[src/rtl/blank_scan_pkg.sv]
package blank_scan_pkg;
  localparam int WORD_W = 16;
  localparam logic [WORD_W-1:0] CMD_ARRAY_READ = 16'h00FF;
  localparam logic [WORD_W-1:0] ERASED_WORD    = 16'hFFFF;

  typedef enum logic [2:0] {
    S_IDLE,
    S_CMD_REQ,
    S_CMD_WAIT,
    S_RD_REQ,
    S_RD_WAIT
  } scan_state_e;
endpackage

[src/rtl/flash_bus_seq.sv]
module flash_bus_seq
  import blank_scan_pkg::*;
#(
  parameter int ADDR_W  = 24,
  parameter int ACC_CYC = 4
) (
  input  logic              clk,
  input  logic              rst,
  input  logic              req_wr,
  input  logic              req_rd,
  input  logic [ADDR_W-1:0] req_addr,
  input  logic [WORD_W-1:0] req_wdata,
  output logic              ack,
  output logic [WORD_W-1:0] rd_q,
  output logic [ADDR_W-1:0] fl_addr,
  output logic [WORD_W-1:0] fl_wdata,
  output logic              fl_we,
  output logic              fl_re,
  input  logic [WORD_W-1:0] fl_rdata
);
  localparam int CNT_W = $clog2(ACC_CYC + 1);
  localparam logic [CNT_W-1:0] CNT_LOAD = CNT_W'(ACC_CYC - 1);

  logic [CNT_W-1:0] cnt_q;
  logic             active;

  assign active = fl_we | fl_re;

  always_ff @(posedge clk) begin
    if (rst) begin
      fl_addr  <= '0;
      fl_wdata <= '0;
      fl_we    <= 1'b0;
      fl_re    <= 1'b0;
      cnt_q    <= '0;
      ack      <= 1'b0;
      rd_q     <= '0;
    end else begin
      ack <= 1'b0;
      if (!active) begin
        if (req_wr || req_rd) begin
          fl_addr  <= req_addr;
          fl_wdata <= req_wdata;
          fl_we    <= req_wr;
          fl_re    <= req_rd & ~req_wr;
          cnt_q    <= CNT_LOAD;
        end
      end else if (cnt_q == '0) begin
        fl_we <= 1'b0;
        fl_re <= 1'b0;
        ack   <= 1'b1;
        if (fl_re) rd_q <= fl_rdata;
      end else begin
        cnt_q <= cnt_q - 1'b1;
      end
    end
  end

  // strobes exclusive
  p_strobe_excl_r3: assert property (@(posedge clk) disable iff (rst)
    !(fl_we && fl_re));
  // controller never requests while an access is in flight
  p_no_req_busy_r3: assert property (@(posedge clk) disable iff (rst)
    active |-> !(req_wr || req_rd));
  // address held while read strobe stays high
  p_addr_hold_r3: assert property (@(posedge clk) disable iff (rst)
    (fl_re && !ack) |=> (!fl_re || $stable(fl_addr)));
endmodule

[src/rtl/scan_fsm.sv]
module scan_fsm
  import blank_scan_pkg::*;
#(
  parameter int ADDR_W = 24,
  parameter int LEN_W  = 24
) (
  input  logic              clk,
  input  logic              rst,
  input  logic              start,
  input  logic [ADDR_W-1:0] start_addr,
  input  logic [LEN_W-1:0]  start_len,
  output logic              busy,
  output logic              done,
  output logic              pass,
  output logic [ADDR_W-1:0] fail_addr,
  output logic [WORD_W-1:0] fail_data,
  output logic              req_wr,
  output logic              req_rd,
  output logic [ADDR_W-1:0] req_addr,
  output logic [WORD_W-1:0] req_wdata,
  input  logic              ack,
  input  logic [WORD_W-1:0] rd_q
);
  localparam int EXT_W = ADDR_W + 1;

  scan_state_e      st_q;
  logic [EXT_W-1:0] cur_q, end_q, next_a, base_ext, end_n;
  logic [LEN_W:0]   len_round;
  logic             take, last_word;

  assign take      = start && (st_q == S_IDLE);
  assign len_round = {1'b0, start_len} + {{LEN_W{1'b0}}, start_len[0]};
  assign base_ext  = {1'b0, start_addr[ADDR_W-1:1], 1'b0};
  assign end_n     = base_ext + EXT_W'(len_round);
  assign next_a    = cur_q + EXT_W'(2);
  assign last_word = (next_a >= end_q);

  assign busy      = (st_q != S_IDLE);
  assign req_wr    = (st_q == S_CMD_REQ);
  assign req_rd    = (st_q == S_RD_REQ);
  assign req_addr  = cur_q[ADDR_W-1:0];
  assign req_wdata = CMD_ARRAY_READ;

  always_ff @(posedge clk) begin
    if (rst) begin
      st_q      <= S_IDLE;
      cur_q     <= '0;
      end_q     <= '0;
      done      <= 1'b0;
      pass      <= 1'b0;
      fail_addr <= '0;
      fail_data <= '0;
    end else begin
      done <= 1'b0;
      unique case (st_q)
        S_IDLE: if (take) begin
          pass      <= 1'b0;
          fail_addr <= '0;
          fail_data <= '0;
          cur_q     <= base_ext;
          end_q     <= end_n;
          if (start_len == '0) begin
            done <= 1'b1;
            pass <= 1'b1;
          end else begin
            st_q <= S_CMD_REQ;
          end
        end
        S_CMD_REQ:  st_q <= S_CMD_WAIT;
        S_CMD_WAIT: if (ack) st_q <= S_RD_REQ;
        S_RD_REQ:   st_q <= S_RD_WAIT;
        S_RD_WAIT: if (ack) begin
          if (rd_q != ERASED_WORD) begin
            done      <= 1'b1;
            fail_addr <= cur_q[ADDR_W-1:0];
            fail_data <= rd_q;
            st_q      <= S_IDLE;
          end else if (last_word) begin
            done <= 1'b1;
            pass <= 1'b1;
            st_q <= S_IDLE;
          end else begin
            cur_q <= next_a;
            st_q  <= S_RD_REQ;
          end
        end
        default: st_q <= S_IDLE;
      endcase
    end
  end

  // done is a single-cycle pulse
  p_done_pulse_r10: assert property (@(posedge clk) disable iff (rst)
    done |=> !done);
  // results only move with a completion or a taken request
  p_result_hold_r10: assert property (@(posedge clk) disable iff (rst)
    !take |=> (done || ($stable(pass) && $stable(fail_addr) && $stable(fail_data))));
  // zero length completes next cycle as a pass
  p_zero_len_r7: assert property (@(posedge clk) disable iff (rst)
    (take && start_len == '0) |=> (done && pass && !busy));
  // a failure never reports the erased value
  p_fail_data_r5: assert property (@(posedge clk) disable iff (rst)
    (done && !pass) |-> (fail_data != ERASED_WORD));
  // reads only come after the command state
  p_cmd_first_r2: assert property (@(posedge clk) disable iff (rst)
    (st_q == S_RD_REQ) |-> ($past(st_q) == S_CMD_WAIT || $past(st_q) == S_RD_WAIT));
endmodule

[src/rtl/blank_scan_top.sv]
module blank_scan_top
  import blank_scan_pkg::*;
#(
  parameter int ADDR_W  = 24,
  parameter int LEN_W   = 24,
  parameter int ACC_CYC = 4
) (
  input  logic              clk,
  input  logic              rst,
  input  logic              start,
  input  logic [ADDR_W-1:0] start_addr,
  input  logic [LEN_W-1:0]  start_len,
  output logic              busy,
  output logic              done,
  output logic              pass,
  output logic [ADDR_W-1:0] fail_addr,
  output logic [15:0]       fail_data,
  output logic [ADDR_W-1:0] fl_addr,
  output logic [15:0]       fl_wdata,
  output logic              fl_we,
  output logic              fl_re,
  input  logic [15:0]       fl_rdata
);
  logic              req_wr, req_rd, ack;
  logic [ADDR_W-1:0] req_addr;
  logic [WORD_W-1:0] req_wdata, rd_q;

  scan_fsm #(.ADDR_W(ADDR_W), .LEN_W(LEN_W)) u_fsm (
    .clk(clk), .rst(rst), .start(start), .start_addr(start_addr),
    .start_len(start_len), .busy(busy), .done(done), .pass(pass),
    .fail_addr(fail_addr), .fail_data(fail_data), .req_wr(req_wr),
    .req_rd(req_rd), .req_addr(req_addr), .req_wdata(req_wdata),
    .ack(ack), .rd_q(rd_q)
  );

  flash_bus_seq #(.ADDR_W(ADDR_W), .ACC_CYC(ACC_CYC)) u_bus (
    .clk(clk), .rst(rst), .req_wr(req_wr), .req_rd(req_rd),
    .req_addr(req_addr), .req_wdata(req_wdata), .ack(ack), .rd_q(rd_q),
    .fl_addr(fl_addr), .fl_wdata(fl_wdata), .fl_we(fl_we), .fl_re(fl_re),
    .fl_rdata(fl_rdata)
  );
endmodule

[config.mk]
export PLATFORM = sky130hd
export DESIGN_NAME = blank_scan_top
export DESIGN_NICKNAME = d
export VERILOG_FILES = /design/src/rtl/blank_scan_pkg.sv /design/src/rtl/flash_bus_seq.sv /design/src/rtl/scan_fsm.sv /design/src/rtl/blank_scan_top.sv
export SDC_FILE = /design/constraint.sdc
export NUM_CORES = 1
export LEC_CHECK = 0
export BUFFER_PORTS_ARGS = -buffer_cell sky130_fd_sc_hd__buf_2
export CORE_MARGIN = 5
export CORE_UTILIZATION = 30
export DETAILED_ROUTE_END_ITERATION = 8
export PLACE_DENSITY_LB_ADDON = 0.15
export SLEW_MARGIN = 20
export SYNTH_ARGS = -nofsm -noshare
export SYNTH_HDL_FRONTEND = slang
export SYNTH_HIERARCHICAL = 1
export SYNTH_SLANG_ARGS = --single-unit
[constraint.sdc]
create_clock -name clk -period 8.37 [get_ports clk]
set_input_delay 1.674 -clock clk [delete_from_list [all_inputs] [get_ports clk]]
set_output_delay 1.674 -clock clk [all_outputs]
set_load 0.02 [all_outputs]
# Yosys cells after proc, flatten, opt, wreduce, memory -nomap -nowiden
# Cells that the tools add are included.
# totals
register_bits,142
input_bits,67
elab_cells,96
# classes
n_addsub,4
magnitude_cmp,1
eq_ne,15
mux,40
n_bitwise,4
reduce_logical,18
# ops
operator,n
two-way mux 25 bit,4
two-way mux 24 bit,3
case mux 25 bit (2 select lines),1
two-way mux 16 bit,3
case mux 24 bit (2 select lines),1
case mux 16 bit (2 select lines),1
adder 24 x 1 -> 25 bit,1
adder 24 x 25 -> 25 bit,1
adder 25 x 2 -> 25 bit (second input constant),1
>= comparator 25 bit,1
zero test 24 bit,1
two-way mux 3 bit,8
inequality test 16 bit (second input constant),1
two-way mux 1 bit,15
case mux 3 bit (5 select lines),1
inequality test 2 x 1 -> 1 bit (second input constant),5
inequality test 2 bit (second input constant),5
AND reduction 5 bit,2
AND reduction 2 bit,4
AND reduction 4 bit,2
== test 3 x 2 -> 1 bit (second input constant),2
zero test 3 bit,2
case mux 1 bit (2 select lines),2
nonzero test 2 bit,2
other kinds (12),13

# Longest topological paths before layout
# Gate-level depths: netlist of run 1.
# depth
depth_word,6
ltp_mapped,15

# Cells and area by module
# Netlist of run 1, hierarchy kept.
# by_module_without_submodules
module,n_inst,cells_each,area_each_um2
scan_fsm,1,801,6341.1
flash_bus_seq,1,285,2346.0

# Worst setup path before layout of run 1
# Ideal clock, no wire load.
# synth_path
kind,reg2reg
from,reg u_fsm.cur_q[8]
to,reg u_fsm.cur_q[5]
arrival_time_ps,3549
required_time_ps,8238
path_slack_ps,4689
path_stages_with_launch,14
n_path_buf,1
path_cell_list,dfxtp_1 > nand4_1 > nor4_4 > nand2_1 > nor3_1 > xor2_1 > ha_1 > and4_1 > nand4_1 > a2111o_1 > and2_1 > a31oi_1 > buf_4 > o41ai_1
# synth_between
elab_chain_len,4
# synth_rtl
item,line_no,text
start: declaration,scan_fsm.sv:27,"logic [EXT_W-1:0] cur_q, end_q, next_a, base_ext, end_n;"
start signal: assignment,scan_fsm.sv:60,cur_q <= base_ext;
start signal: assignment,scan_fsm.sv:83,cur_q <= next_a;
adder 25 x 2 -> 25 bit,scan_fsm.sv:35,assign next_a = cur_q + EXT_W'(2);
>= comparator 25 bit,scan_fsm.sv:36,assign last_word = (next_a >= end_q);
inequality test 2 bit (no source line),--,
AND reduction 5 bit (no source line),--,
# No other way between the ends.
# A chain may end at the register's enable or synchronous reset.

# Worst setup path after layout of run 1
# layout_path
from,reg u_fsm.cur_q[10]
to,reg u_fsm.cur_q[23]
# layout_between
elab_chain_len,5
word_cells_on_any_way,8
cone_classes,add/sub (1); order compare (1); eq/ne (1); mux (4); reduce/logical (1)
# layout_rtl
item,line_no
adder 25 x 2 -> 25 bit (*),scan_fsm.sv:35
branches (longest 4 deep; another with >= comparator 25 bit),--
# Mark *: on every way between the ends. The select of a mux whose other input is x is not followed.

==> flow_metrics.env, run 1 <==
export IMPL_area_delta_synth_final_pct=16.4
export IMPL_hpwlAfterDp_mm=20.1
export IMPL_max_slew_margin_pct=41.4
export IMPL_cts_tree="done"
export IMPL_dr_total_vias=7996
export IMPL_post_route_period_util_pct=57.7
export IMPL_worstSkewPairLatency_ns=0.43
export IMPL_drt_iter0_markers=397
export IMPL_fin_crit_ns=4.83
export IMPL_ys_seq_area_share_pct=35.5
export IMPL_hold_buffers=0
export IMPL_clock_skew_ns=0.0151
export IMPL_num_fill_cells=3078
export IMPL_route_final_wire_length_mm=28.0
export IMPL_drt_wirelength_per_cell_um=17.9
export IMPL_fmax_mhz=207
export IMPL_worstPathArrival_ns=5.09
export IMPL_syn_area_per_cell_um2=8.00
export IMPL_die_x_um=180
export IMPL_core_region_area_um2=28600
export IMPL_final_common_cell="dfxtp_1"
export IMPL_synth_edf_count=0
export IMPL_antenna_found_initial=0
export IMPL_clk_path_buf_depth=2
export IMPL_hold_ws_ns=0.447
export IMPL_layout_drive_gt1_share_pct=17.8
export IMPL_drv_cap=0
export IMPL_stdcell_area_um2=10100
export IMPL_post_cts_resized=0
export IMPL_grt_pass1_vias=7770
export IMPL_synthCells=1086
export IMPL_io_pin_count=152
export IMPL_grt_pass1_wl_mm=44.4
export IMPL_ir_worst_vdd_v=0.000148
export IMPL_ys_async_sr_fraction_pct=0
export IMPL_ys_warn_count=6
export IMPL_dp_slack_ns=3.62
export IMPL_post_cts_setup_buffers=0
export IMPL_rows=62
export IMPL_antennaDiodeCount=0
export IMPL_worstSetupEndpointType="register"
export IMPL_clkTransAtPathRegs_ns=0.07
export IMPL_finalSetupTns_ns=0
export IMPL_setup_viol=0
export IMPL_die_area_um2=32500
export IMPL_leakagePower_nw=4.10
export IMPL_critPathMaxFanout=13
export IMPL_start_kind="register"
export IMPL_cts_sinks=154
export IMPL_hold_path_class="reg -> reg"
export IMPL_grt_overflow=0
export IMPL_start_util_pct=30.3
export IMPL_fin_nets=1286
export IMPL_hold_viol=0
export IMPL_cts_buffers=17
export IMPL_htree_levels=4
export IMPL_rsz0062_at_grt="false"
export IMPL_slew_violations=0
export IMPL_place_gp_congestion=0.808
export IMPL_first_pass_iters=4
export IMPL_drc=0
export IMPL_die_height_um=180
export IMPL_finalWorstSetupSlack_ns=3.54
export IMPL_numPortBuffers=149
export IMPL_clockRootBuffer="clkbuf_16"
export IMPL_required_ns=8.63
export IMPL_worst_pin_slew_ns=0.877
export IMPL_grt_use_total_pct=16.8
export IMPL_placed_area_um2=9500
export IMPL_grt_max_degree=61
export IMPL_ant_nets=0
export IMPL_final_cell_mix="154 x dfxtp_1, 148 x buf_2, 144 x a21oi_1"
export IMPL_synth_seq_cells=154
export IMPL_synthDistinctLibCells=69
export IMPL_crit_type="reg -> reg"
export IMPL_vias_per_cell=5.11
export IMPL_status="finished, final reports clean"
export IMPL_synthFlopType="dfxtp_1"
export IMPL_power_total_mw=1.98
export IMPL_power_density_nw_per_um2=196
export IMPL_synthesis_area_um2=8690
where the power goes:
| part | switching [mW] | internal (mW) |
|---|---|---|
| registers | 0.0349 | 0.768 |
| logic | 0.238 | 0.138 |
| clock network | 0.350 | 0.453 |
synth_stat cells (4+ instances only):
cell	count	area share, %
dfxtp_1	154	35
nor2_1	30	1.3
xor2_1	18	1.8
mux2i_1	18	2.1
buf_1	7	0.30
clkbuf_2	4	0.23
ha_1	50	7.2
nor2b_1	4	0.29
nor3_1	17	0.98
o21ai_0	56	3.2
a211oi_1	6	0.52
or2_2	4	0.29
o21a_1	15	1.3
o22ai_1	4	0.29
a21oi_1	145	8.4
a22o_1	5	0.50
nor4_1	10	0.72
nand2_1	127	5.5
buf_2	16	0.92
and3_1	15	1.1
a31oi_1	7	0.50
nand4_1	30	2.2
inv_1	43	1.9
buf_4	42	3.6
and2_1	7	0.50
xnor2_1	17	1.7
clkbuf_1	45	1.9
o211ai_1	5	0.43
o41ai_1	13	1.3
a21o_1	17	1.5
nand3_1	92	5.3
o31ai_1	4	0.35
logic make-up after synthesis:
logic type               Yosys count  share of synthesized area [%]
AND/OR/NAND/NOR                  360                           20.6
AO/OA/AOI/OAI                    308                           21.8
buffers and inverters            158                           9.02
flip-flops                       154                           35.5
adder cells (fa/ha/maj)           51                           7.43
XOR/XNOR                          35                           3.53
multiplexers                      18                           2.07
other                              2                         0.0865
cell type report:
| cell class | count | area (um2) | share of cell area [%] |
|---|---|---|---|
| multi-input cells | 790 | 4920 | 48.6 |
| flip-flops and latches | 154 | 3080 | 30.5 |
| repair buffers | 162 | 866 | 8.56 |
| well taps | 384 | 480 | 4.75 |
| clock buffers | 18 | 429 | 4.24 |
| clock inverters | 14 | 178 | 1.76 |
| inverters | 43 | 161 | 1.60 |
stage by stage:
| stage | utilization (%) | cells |
|---|---|---|
| after detailed placement | 33.2 | 1533 |
| after floorplan | - | 1102 |
| after global placement | 33.1 | 1532 |
| final | 35.3 | 1565 |
| after CTS | 35.3 | 1565 |
| after global routing | 35.3 | 1565 |
routing by layer:
metal  GRT usage (%)  part of all wire [%]  wire, um  vias up
met1            23.4                    50     14100     3776
met5               0                     0         0        -
met3            2.79                   3.4       954       14
met4            3.99                   1.2       346        0
li1                -                     -         -     4023
met2            27.2                    45     12700      183
worst max-delay path, cell delays in order, from the launching register on:
cell	delay (ns)
dfxtp_1	0.53
nand4_1	0.39
nor4_4	0.51
nand2_1	0.20
nor3_1	0.26
xor2_1	0.32
ha_1	0.24
and4_1	0.28
nand4_1	0.22
a2111o_1	0.54
and2_1	0.24
a31oi_2	0.75
o41ai_1	0.19
flip-flops by register name, summed over array words and instances (netlist names):
register,flops
u_bus/ack,1
u_bus/cnt_q,3
u_bus/fl_addr,24
u_bus/fl_re,1
u_bus/fl_wdata,16
u_bus/fl_we,1
u_bus/rd_q,16
u_fsm/cur_q,24
u_fsm/done,1
u_fsm/end_q,24
u_fsm/fail_addr,23
u_fsm/fail_data,16
u_fsm/pass,1
u_fsm/st_q,3
worst paths after layout:
check	cells past startpoint	start	endpoint	slack, ns
setup / recovery	12	u_fsm/cur_q[10]$_SDFFE_PP0P_	u_fsm/cur_q[23]$_SDFFE_PP0P_	3.54
hold / removal	2	u_fsm/fail_addr[20]$_SDFFE_PP0P_	u_fsm/fail_addr[20]$_SDFFE_PP0P_	0.45
setup reg to reg	12	u_fsm/cur_q[10]$_SDFFE_PP0P_	u_fsm/cur_q[23]$_SDFFE_PP0P_	3.54
hold reg to reg	2	u_fsm/fail_addr[20]$_SDFFE_PP0P_	u_fsm/fail_addr[20]$_SDFFE_PP0P_	0.45
No activity file was read; power rests on OpenSTA's default activity.
==> run 2: changes to the inputs <==
clock period = 4.6 ns   (was 8.37 ns; I/O delays follow)
==> run 2 against run 1 <==
Compared with the run above: first-iteration DRC count grew 15%; critical path depth grew 3; cell count grew 1.0%; combinational power grew 88%; clock power grew 77%; non-clock buffer count grew 16; sequential cell count is the same; register-to-register slack lost 3.1 ns; via count grew 0.58%; critical endpoint is now u_fsm/cur_q[11]$_SDFFE_PP0P_; largest cell class unchanged.
==> flow_metrics.env, run 2 (same netlist as run 1, synthesis figures left out) <==
export IMPL_htree_levels=4
export IMPL_leakagePower_nw=4.18
export IMPL_worst_pin_slew_ns=0.902
export IMPL_start_util_pct=30.3
export IMPL_grt_overflow=0
export IMPL_worstSkewPairLatency_ns=0.44
export IMPL_hold_path_class="reg -> reg"
export IMPL_cts_tree="done"
export IMPL_start_kind="register"
export IMPL_ant_nets=0
export IMPL_layout_drive_gt1_share_pct=18.9
export IMPL_rows=62
export IMPL_fin_crit_ns=4.15
export IMPL_grt_max_degree=77
export IMPL_drc=0
export IMPL_post_cts_setup_buffers=0
export IMPL_area_delta_synth_final_pct=17.4
export IMPL_cts_sinks=154
export IMPL_stdcell_area_um2=10200
export IMPL_final_util_pct=35.6
export IMPL_core_region_area_um2=28600
export IMPL_cts_buffers=17
export IMPL_status="finished, final reports clean"
export IMPL_critPathMaxFanout=10
export IMPL_antenna_found_initial=0
export IMPL_fin_nets=1302
export IMPL_slew_violations=0
export IMPL_post_route_period_util_pct=90.1
export IMPL_die_height_um=180
export IMPL_clkTransAtPathRegs_ns=0.07
export IMPL_finalSetupTns_ns=0
export IMPL_final_common_cell="dfxtp_1"
export IMPL_placed_area_um2=9590
export IMPL_io_pin_count=152
export IMPL_vias_per_cell=5.09
export IMPL_antennaDiodeCount=0
export IMPL_final_cell_mix="154 x dfxtp_1, 148 x buf_2, 144 x a21oi_1"
export IMPL_required_ns=4.88
export IMPL_clk_path_buf_depth=2
export IMPL_reg_largest_list="u_bus/fl_addr (24), u_fsm/cur_q (24), u_fsm/end_q (24)"
export IMPL_fmax_mhz=241
export IMPL_grt_pass1_vias=7861
export IMPL_worstPathArrival_ns=4.43
export IMPL_clock_skew_ns=0.0127
export IMPL_grt_pass1_wl_mm=45.5
export IMPL_numPortBuffers=149
export IMPL_die_area_um2=32500
export IMPL_first_pass_iters=5
export IMPL_clockRootBuffer="clkbuf_16"
export IMPL_worstSetupEndpointType="register"
export IMPL_rsz0062_at_grt="false"
export IMPL_route_final_wire_length_mm=28.8
export IMPL_power_density_nw_per_um2=351
export IMPL_hold_viol=0
export IMPL_drt_wirelength_per_cell_um=18.2
export IMPL_grt_use_total_pct=17.3
export IMPL_drv_cap=0
export IMPL_max_slew_margin_pct=39.8
export IMPL_place_gp_congestion=0.857
export IMPL_die_x_um=180
export IMPL_drt_iter0_markers=457
export IMPL_hold_buffers=0
export IMPL_setup_viol=0
export IMPL_ir_worst_vdd_v=0.000248
export IMPL_dr_total_vias=8042
export IMPL_hpwlAfterDp_mm=20.6
export IMPL_crit_type="reg -> reg"
export IMPL_post_cts_resized=0
-- run 2: metal layers --
layer  track usage [%]  share of wire, %
met1              24.4                49
met5                 0                 0
met3              3.15               3.8
met2              27.6                46
met4              4.05               1.5
-- run 2: path summary, 6_finish.rpt --
kind | startpoint | end | slack (ns) | depth (start not counted)
setup / recovery | u_fsm/cur_q[10]$_SDFFE_PP0P_ | u_fsm/cur_q[11]$_SDFFE_PP0P_ | 0.45 | 15
hold / removal | u_fsm/fail_addr[20]$_SDFFE_PP0P_ | u_fsm/fail_addr[20]$_SDFFE_PP0P_ | 0.45 | 2
setup reg to reg | u_fsm/cur_q[10]$_SDFFE_PP0P_ | u_fsm/cur_q[11]$_SDFFE_PP0P_ | 0.45 | 15
hold reg to reg | u_fsm/fail_addr[20]$_SDFFE_PP0P_ | u_fsm/fail_addr[20]$_SDFFE_PP0P_ | 0.45 | 2
-- run 2: power by group --
| group | switching (mW) | total [mW] | internal [mW] |
|---|---|---|---|
| Clock | 0.640 | 1.42 | 0.784 |
| Combinational | 0.447 | 0.706 | 0.259 |
| Sequential | 0.0543 | 1.45 | 1.40 |
-- run 2: worst max-delay path, stage by stage (launching register included) --
cell      delay, ns
dfxtp_1        0.51
nand4_1        0.13
buf_4          0.18
buf_4          0.15
nor4_4         0.31
buf_4          0.21
nand4_1        0.13
xnor2_1        0.19
ha_1           0.31
and4_1         0.27
nand4_1        0.20
a2111o_1       0.53
and2_1         0.23
a31oi_1        0.27
buf_4          0.27
o41ai_1        0.09
-- run 2: through the flow --
step	instances	worst slack, ns	hold slack (ns)	total power, mW
floorplan	1102	0.919	0.432	1.98
global placement	1547	0.417	0.439	2.18
detailed placement	1547	0.337	0.440	2.19
CTS	1579	0.307	0.451	3.62
global route	1581	0.113	0.463	3.76
finish	1581	0.454	0.447	3.58
-- run 2: layout make-up --
| class | instances | area (um2) |
|---|---|---|
| clock buffers | 18 | 439 |
| clock inverters | 14 | 149 |
| fillers | 3080 | 18400 |
| inverters | 43 | 161 |
| multi-input cells | 790 | 4900 |
| flip-flops and latches | 154 | 3080 |
| well taps | 384 | 480 |
| repair buffers | 178 | 978 |
